<file path="config.mk">
export PLATFORM = sky130hd
export DESIGN_NAME = url_steer_top
export DESIGN_NICKNAME = d
export VERILOG_FILES = /design/src/rtl/url_steer_pkg.sv /design/src/rtl/url_pat_matcher.sv /design/src/rtl/url_dest_resolve.sv /design/src/rtl/url_steer_top.sv
export SDC_FILE = /design/constraint.sdc
export NUM_CORES = 1
export LEC_CHECK = 0
export ABC_CLOCK_PERIOD_IN_PS = 3700
export BUFFER_PORTS_ARGS = -buffer_cell sky130_fd_sc_hd__buf_2
export CAP_MARGIN = 20
export CORE_MARGIN = 1
export CORE_UTILIZATION = 46
export CTS_BUF_LIST = sky130_fd_sc_hd__clkbuf_16
export CTS_CLUSTER_SIZE = 30
export DETAILED_ROUTE_END_ITERATION = 10
export GPL_ROUTABILITY_DRIVEN = 0
export GPL_TIMING_DRIVEN = 0
export PLACE_DENSITY = 0.72
export SLEW_MARGIN = 10
export SYNTH_ARGS = -nofsm -noshare
export SYNTH_HDL_FRONTEND = slang
export SYNTH_SLANG_ARGS = --single-unit
</file>
<file path="constraint.sdc">
create_clock -name clk -period 3.7 [get_ports clk]
set_input_delay 0.74 -clock clk [delete_from_list [all_inputs] [get_ports clk]]
set_output_delay 0.74 -clock clk [all_outputs]
set_load 0.1 [all_outputs]
</file>
<file path="src/rtl/url_steer_pkg.sv">
package url_steer_pkg;

    typedef enum logic [1:0] {
        DEST_HTML  = 2'd0,
        DEST_IMAGE = 2'd1,
        DEST_APP   = 2'd2
    } dest_e;

    localparam int BYTE_W = 8;

    localparam int IMG_LEN = 4;
    localparam logic [BYTE_W*IMG_LEN-1:0] IMG_TEXT = ".jpg";

    localparam int APP_LEN = 8;
    localparam logic [BYTE_W*APP_LEN-1:0] APP_TEXT = "cgi-bin/";

endpackage

</file>
<file path="src/rtl/url_pat_matcher.sv">
// Sliding-window matcher for one fixed text. It keeps the last
// PAT_LEN-1 bytes of the current packet and compares them, together
// with the arriving byte, against the whole pattern. This handles
// overlapping partial matches without any restart table.
module url_pat_matcher
    import url_steer_pkg::*;
#(
    parameter int PAT_LEN = 4,
    parameter logic [BYTE_W*PAT_LEN-1:0] PATTERN = ".jpg"
) (
    input  logic              clk,
    input  logic              rst_n,
    input  logic              in_valid,
    input  logic              in_sop,
    input  logic              in_eop,
    input  logic [BYTE_W-1:0] in_byte,
    output logic              pkt_hit
);

    localparam int HIST_W = BYTE_W * (PAT_LEN - 1);
    localparam int FILL_W = $clog2(PAT_LEN);
    localparam logic [FILL_W-1:0] FILL_MAX = FILL_W'(PAT_LEN - 1);

    typedef struct packed {
        logic [HIST_W-1:0] hist;
        logic [FILL_W-1:0] fill;
        logic              hit;
    } mstate_t;

    mstate_t st_d, st_q;
    mstate_t base;
    logic    match_now;

    always_comb begin
        base = st_q;
        if (in_valid && in_sop) begin
            base = '0;
        end

        match_now = in_valid && (base.fill == FILL_MAX)
                    && ({base.hist, in_byte} == PATTERN);
        pkt_hit   = base.hit | match_now;

        st_d = st_q;
        if (in_valid) begin
            if (in_eop) begin
                st_d = '0;
            end else begin
                st_d.hist = {base.hist[HIST_W-BYTE_W-1:0], in_byte};
                st_d.fill = (base.fill == FILL_MAX) ? base.fill
                                                    : base.fill + 1'b1;
                st_d.hit  = pkt_hit;
            end
        end
    end

    always_ff @(posedge clk) begin
        if (!rst_n) begin
            st_q <= '0;
        end else begin
            st_q <= st_d;
        end
    end

    // nothing carries over past the last byte of a packet
    p_eop_clears_r8: assert property (@(posedge clk) disable iff (!rst_n)
        (in_valid && in_eop) |=> (st_q.fill == '0 && !st_q.hit));

    // the window fill count never runs past the pattern length
    p_fill_bound_r7: assert property (@(posedge clk) disable iff (!rst_n)
        st_q.fill <= FILL_MAX);

    // an idle cycle leaves the window untouched
    p_idle_hold_r1: assert property (@(posedge clk) disable iff (!rst_n)
        !in_valid |=> $stable(st_q));

endmodule

</file>
<file path="src/rtl/url_dest_resolve.sv">
// Applies the fixed precedence to the two hit flags and registers
// the one-cycle decision.
module url_dest_resolve
    import url_steer_pkg::*;
(
    input  logic  clk,
    input  logic  rst_n,
    input  logic  in_valid,
    input  logic  in_eop,
    input  logic  img_hit,
    input  logic  app_hit,
    output logic  dest_valid,
    output dest_e dest_code
);

    typedef struct packed {
        logic  valid;
        dest_e code;
    } dout_t;

    dout_t out_d, out_q;

    always_comb begin
        out_d       = out_q;
        out_d.valid = 1'b0;
        if (in_valid && in_eop) begin
            out_d.valid = 1'b1;
            if (app_hit) begin
                out_d.code = DEST_APP;
            end else if (img_hit) begin
                out_d.code = DEST_IMAGE;
            end else begin
                out_d.code = DEST_HTML;
            end
        end
    end

    always_ff @(posedge clk) begin
        if (!rst_n) begin
            out_q <= '{valid: 1'b0, code: DEST_HTML};
        end else begin
            out_q <= out_d;
        end
    end

    assign dest_valid = out_q.valid;
    assign dest_code  = out_q.code;

    // an application hit always decides the code
    p_app_wins_r4: assert property (@(posedge clk) disable iff (!rst_n)
        dest_valid |-> ((dest_code == DEST_APP) == $past(app_hit)));

    // image code only with an image hit and no application hit
    p_img_code_r2: assert property (@(posedge clk) disable iff (!rst_n)
        (dest_valid && dest_code == DEST_IMAGE) |-> $past(img_hit && !app_hit));

endmodule

</file>
<file path="src/rtl/url_steer_top.sv">
module url_steer_top
    import url_steer_pkg::*;
(
    input  logic       clk,
    input  logic       rst_n,
    input  logic       in_valid,
    input  logic       in_sop,
    input  logic       in_eop,
    input  logic [7:0] in_byte,
    output logic       dest_valid,
    output logic [1:0] dest_code
);

    logic  img_hit;
    logic  app_hit;
    dest_e code_w;

    url_pat_matcher #(
        .PAT_LEN (IMG_LEN),
        .PATTERN (IMG_TEXT)
    ) img_match_i (
        .clk      (clk),
        .rst_n    (rst_n),
        .in_valid (in_valid),
        .in_sop   (in_sop),
        .in_eop   (in_eop),
        .in_byte  (in_byte),
        .pkt_hit  (img_hit)
    );

    url_pat_matcher #(
        .PAT_LEN (APP_LEN),
        .PATTERN (APP_TEXT)
    ) app_match_i (
        .clk      (clk),
        .rst_n    (rst_n),
        .in_valid (in_valid),
        .in_sop   (in_sop),
        .in_eop   (in_eop),
        .in_byte  (in_byte),
        .pkt_hit  (app_hit)
    );

    url_dest_resolve resolve_i (
        .clk        (clk),
        .rst_n      (rst_n),
        .in_valid   (in_valid),
        .in_eop     (in_eop),
        .img_hit    (img_hit),
        .app_hit    (app_hit),
        .dest_valid (dest_valid),
        .dest_code  (code_w)
    );

    assign dest_code = code_w;

    // a strobe follows exactly an accepted end-of-packet byte
    p_strobe_src_r6: assert property (@(posedge clk) disable iff (!rst_n)
        dest_valid |-> $past(in_valid && in_eop));

    p_strobe_due_r6: assert property (@(posedge clk) disable iff (!rst_n)
        (in_valid && in_eop) |=> dest_valid);

    // the unused code value never appears
    p_code_legal_r6: assert property (@(posedge clk) disable iff (!rst_n)
        dest_valid |-> (dest_code != 2'd3));

endmodule

</file>
======== Word-level counts from Yosys, hierarchy flattened ========
Cells that the tools add are included.
word-level totals
  register bits after elaboration ......... 90
  bits of input ports ..................... 13
  output and inout port bits .............. 3
  logic and storage cells ................. 31
cells by class
  add/sub/neg operators ................... 2
  equal/unequal tests ..................... 4
  multiplexer cells ....................... 9
  bitwise logic cells ..................... 2
  reductions and logical operators ........ 6
operators with widths
  operator              count
  $mux 60               2
  $eq 64x63->1 const B  1
  $mux 27               2
  $eq 32x30->1 const B  1
  $logic_and 1x1->1     6
  $mux 3                2
  $mux 2                2
  $add 3x1->3 const B   1
  $eq 3x3->1 const B    1
  $add 2x1->2 const B   1
  $eq 2x2->1 const B    1
  $or 1x1->1            2
  $mux 1                1

======== Longest topological paths before layout ========
  word-level depth ........................ 9
  gate-level depth with buffers ........... 8
  mapped depth without buffers ............ 7

======== Cells and area by module ========
From an unflattened synthesis, not the netlist that was laid out.
second synthesis, totals
  cells, all modules ...................... 418
  area total of the unflattened synthesis .. 3854.9 µm²
modules (own cells, without submodules)
  module                          times used  cells each  area each (µm²)  sequential area each (µm²)
  url_pat_matcher at app_match_i  1           297         2622.5           1201.2
  url_pat_matcher at img_match_i  1           111         1118.6           540.5
  url_dest_resolve                1           10          113.9            60.1

======== Worst setup path before layout ========
No wires, ideal clock.
  path kind ............................... input to register
  start ................................... in in_valid
  end ..................................... reg resolve_i.out_q (netlist bit resolve_i.dest_code[0])
  library setup time ...................... 115 ps
  arrival time ............................ 1976 ps
  required time ........................... 3585 ps
  setup slack ............................. 1608 ps
  stages on the path ...................... 8
  buffers on the path ..................... 1
  path through ............................ buf_4 > nand2_1 > and2_1 > ha_1 > nand3_2 > nor4_1 > a32oi_1 > a31o_1
on the way
  word-level cells in the longest chain between the ends .. 8
  elaborated cells on any way between the ends .. 16
  those cells by class .................... 4 x eq/ne; 4 x mux; 2 x bitwise; 6 x reduce/logical
ends and longest elaborated chain
  element                                                               line                    text
  start: declaration                                                    url_steer_top.sv:6      input logic in_valid,
  parallel branches: the longest is 8 deep, another holds $eq 32x30->1  -
  end signal: assignment                                                url_dest_resolve.sv:40  out_q <= '{valid: 1'b0, code: DEST_HTML};
  end signal: assignment                                                url_dest_resolve.sv:42  out_q <= out_d;
  end: declaration                                                      url_dest_resolve.sv:21  dout_t out_d, out_q;
Several ways; the timed one is not identified.
A chain may end at the register's enable or synchronous reset.

======== Final worst setup path ========
Same ends and word-level chain as after synthesis.

==> summary.md <==
| Metric | Value |
|---|---|
| Post-DP HPWL | 4.25 mm |
| Fillers | 458 |
| Crit path DAT | 2280 ps |
| Fin nets | 309 |
| Die Area | 0.00582 mm2 |
| Reg power frac | 42.0% |
| WL per Instance | 16.8 um |
| Critical path start-end classification | in2reg |
| Total CTS buffers | 9 |
| Global route overflow | 0 |
| Max rail drop VDD | 0.000301 V |
| Tightest Pin Transition | 572 ps |
| Internal power | 1.33 mW |
| Clk Latency, worst-skew pair | 330 ps |
| # rows | 26 |
| Fmax | 487 MHz |
| Status | complete, no violations |
| Final Max Tran Viols | 0 |
| Initial Util | 48.8% |
| Die Wd | 76.3 um |
| Setup Skew | 7.80 ps |
| Sw power | 0.388 mW |
| Detail Route Antenna Nets | 0 |
| Avg Synthesized Cell Area | 9.44 um2 |
| Worst setup EP type | flip-flop |
| Vias per cell | 5.98 |
| Hold Slack | 503 ps |
| Vias in the first global route | 2016 |
| CP startpoint | in_valid |
| Fin util | 58.2% |
| I/O Buffers | 15 |
| Worst EP required | 3930 ps |
| Top cells by area, synth | dfxtp_1, a22oi_1, nor2_1 |
| Worst r2r src | app_match_i.st_q[54]$_SDFFE_PN0P_ |
| Yosys warns | 0 |
| Top cells by count, synth | dfxtp_1, nor2_1, a22oi_1 |
| Routed wire length | 6.23 mm |
| Placed Cells | 354 |
| CP max FO | 10 |
| Combinational Power Share | 4.7% |
| Share of layout cells above drive strength 1 | 16.0% |
| Net Sw Frac | 22.5% |
| Synthesized Nets | 283 |
| IO Pins | 16 |
| Number of synthesized flops with an enable pin | 0 |
| Crit path launch type | input port |
| Leakage Power | 1.08 nW |
| Sequential element share of the synthesized area | 52.0% |
| Fin. Hold Viols | 0 |
| Top FF cell, synth | dfxtp_1 |
| Synth area leader | dfxtp_1 |
| Clock sink total | 66 |
| Violation count after the first detailed-routing iteration | 213 |
| Setup bufs post-CTS | 0 |
| Gr usage total | 22.8% |
| Period utilization | 55.6% |
| Largest net degree at the start of global routing | 14 |
| Slew HR | 61.9% |
| Yosys cell types | 39 |
| Post-Syn Instances | 269 |
| Period minus WS final | 2060 ps |
| Total Power | 1.72 mW |
| Layout area overhead | 19.3% |
| Setup violations, final | 0 |
| CTS root buf | clkbuf_16 |
| Pwr/cell area | 568 mW/mm2 |
| Vias | 2214 |
| Synth Register Bits | 66 |
| RSZ-0062 raised after global routing | false |
| Drt first pass iters | 4 |
| Clock share of power | 53.3% |
| Clk pin slew, worst setup/hold paths | 60 ps |
| Hold crit path type | reg2reg |
| Hold buffers post-CTS | 0 |
| Post-cts sizing count | 0 |
| # diodes | 0 |
| Max cap viols | 0 |
| Mapped Area | 0.00254 mm2 |
| # DRC | 0 |
| Die height | 76.3 um |
| First-pass GRT wire length | 10.2 mm |
| Layout Cells excl Fill | 370 |
| Hold_sp | app_match_i.st_q[2]$_SDFFE_PN0P_ |
| Synth top area share | 52.0% |
| Most numerous cell in the Yosys netlist | dfxtp_1 |
| Share of synthesized registers carrying an async set or reset | 0% |
| Area of the core | 0.00520 mm2 |
| CTS tree | yes |
| Setup TNS Final | 0 ps |
| Clock Tree Buf Depth | 2 |
| H-tree levels | 3 |
| Initial antenna violation count | 0 |
==> power by group through the flow <==
stage | registers [mW] | logic [mW] | clock network, mW
after floorplan | 0.745 | 0.0451 | 0
after global placement | 0.739 | 0.0787 | 0
after detailed placement | 0.739 | 0.0794 | 0
after CTS | 0.724 | 0.0803 | 0.921
after global routing | 0.724 | 0.0877 | 0.957
final | 0.724 | 0.0810 | 0.917
==> logic make-up after synthesis <==
family | count (synthesis) | synth area share (%)
simple gates | 107 | 22.0
fa+ha+maj | 1 | 0.493
compound gates | 73 | 21.3
buf+inv | 22 | 4.14
flops | 66 | 52.0
==> layout make-up <==
class,instances,area (um2),share of cell area (%)
sequential,66,1320,43.6
multi-input combinational,181,1110,36.8
clock buffer,9,225,7.43
clock inverter,7,101,3.35
buffer,19,93.8,3.10
tap,70,87.6,2.89
timing repair buffer,15,75.1,2.48
inverter,3,11.3,0.372
==> per-stage QoR <==
stage	cell area, um2	worst slack [ps]
finish	3030	1640
global placement	2700	1300
global route	3030	1490
CTS	3030	1630
floorplan	2540	1610
detailed placement	2700	1270
==> per-layer routing <==
| layer | part of all wire, % | track usage (%) |
|---|---|---|
| met3 | 4.6 | 4.31 |
| met5 | 0 | 0 |
| met4 | 2.3 | 13.1 |
| met1 | 47 | 30.1 |
| met2 | 46 | 34.9 |
==> cell usage in the layout (no fill, tap or decap), drive strengths merged, types with 4 or more instances in the layout <==
cell / n
nor4bb: 5
nand3: 4
buf: 23
o21ai: 4
clkbuf: 20
nand4: 5
nand2: 5
a21oi: 5
dfxtp: 66
a22oi: 58
nor2: 66
==> path summary, 6_finish.rpt <==
kind	to	slack [ps]	cells after the start
min reg2reg	app_match_i.st_q[2]$_SDFFE_PN0P_	500	2
max reg2reg	resolve_i.dest_code[0]$_SDFFE_PN0P_	1920	5
max	resolve_i.dest_code[0]$_SDFFE_PN0P_	1640	9
min	app_match_i.st_q[2]$_SDFFE_PN0P_	500	2
==> critical path, stage by stage <==
cell	delay (ps)
buf_2	110
buf_4	160
nand2_1	160
and2_1	150
ha_1	180
nand3_2	120
nor4_1	240
a32oi_1	200
a31o_1	210
==> flip-flops by register name, summed over array words and instances (netlist names) <==
signal,flops
resolve_i.dest_valid,1
app_match_i.st_q,37
img_match_i.st_q,26
resolve_i.dest_code,2
Note: power is estimated with default switching activity, not from simulation.
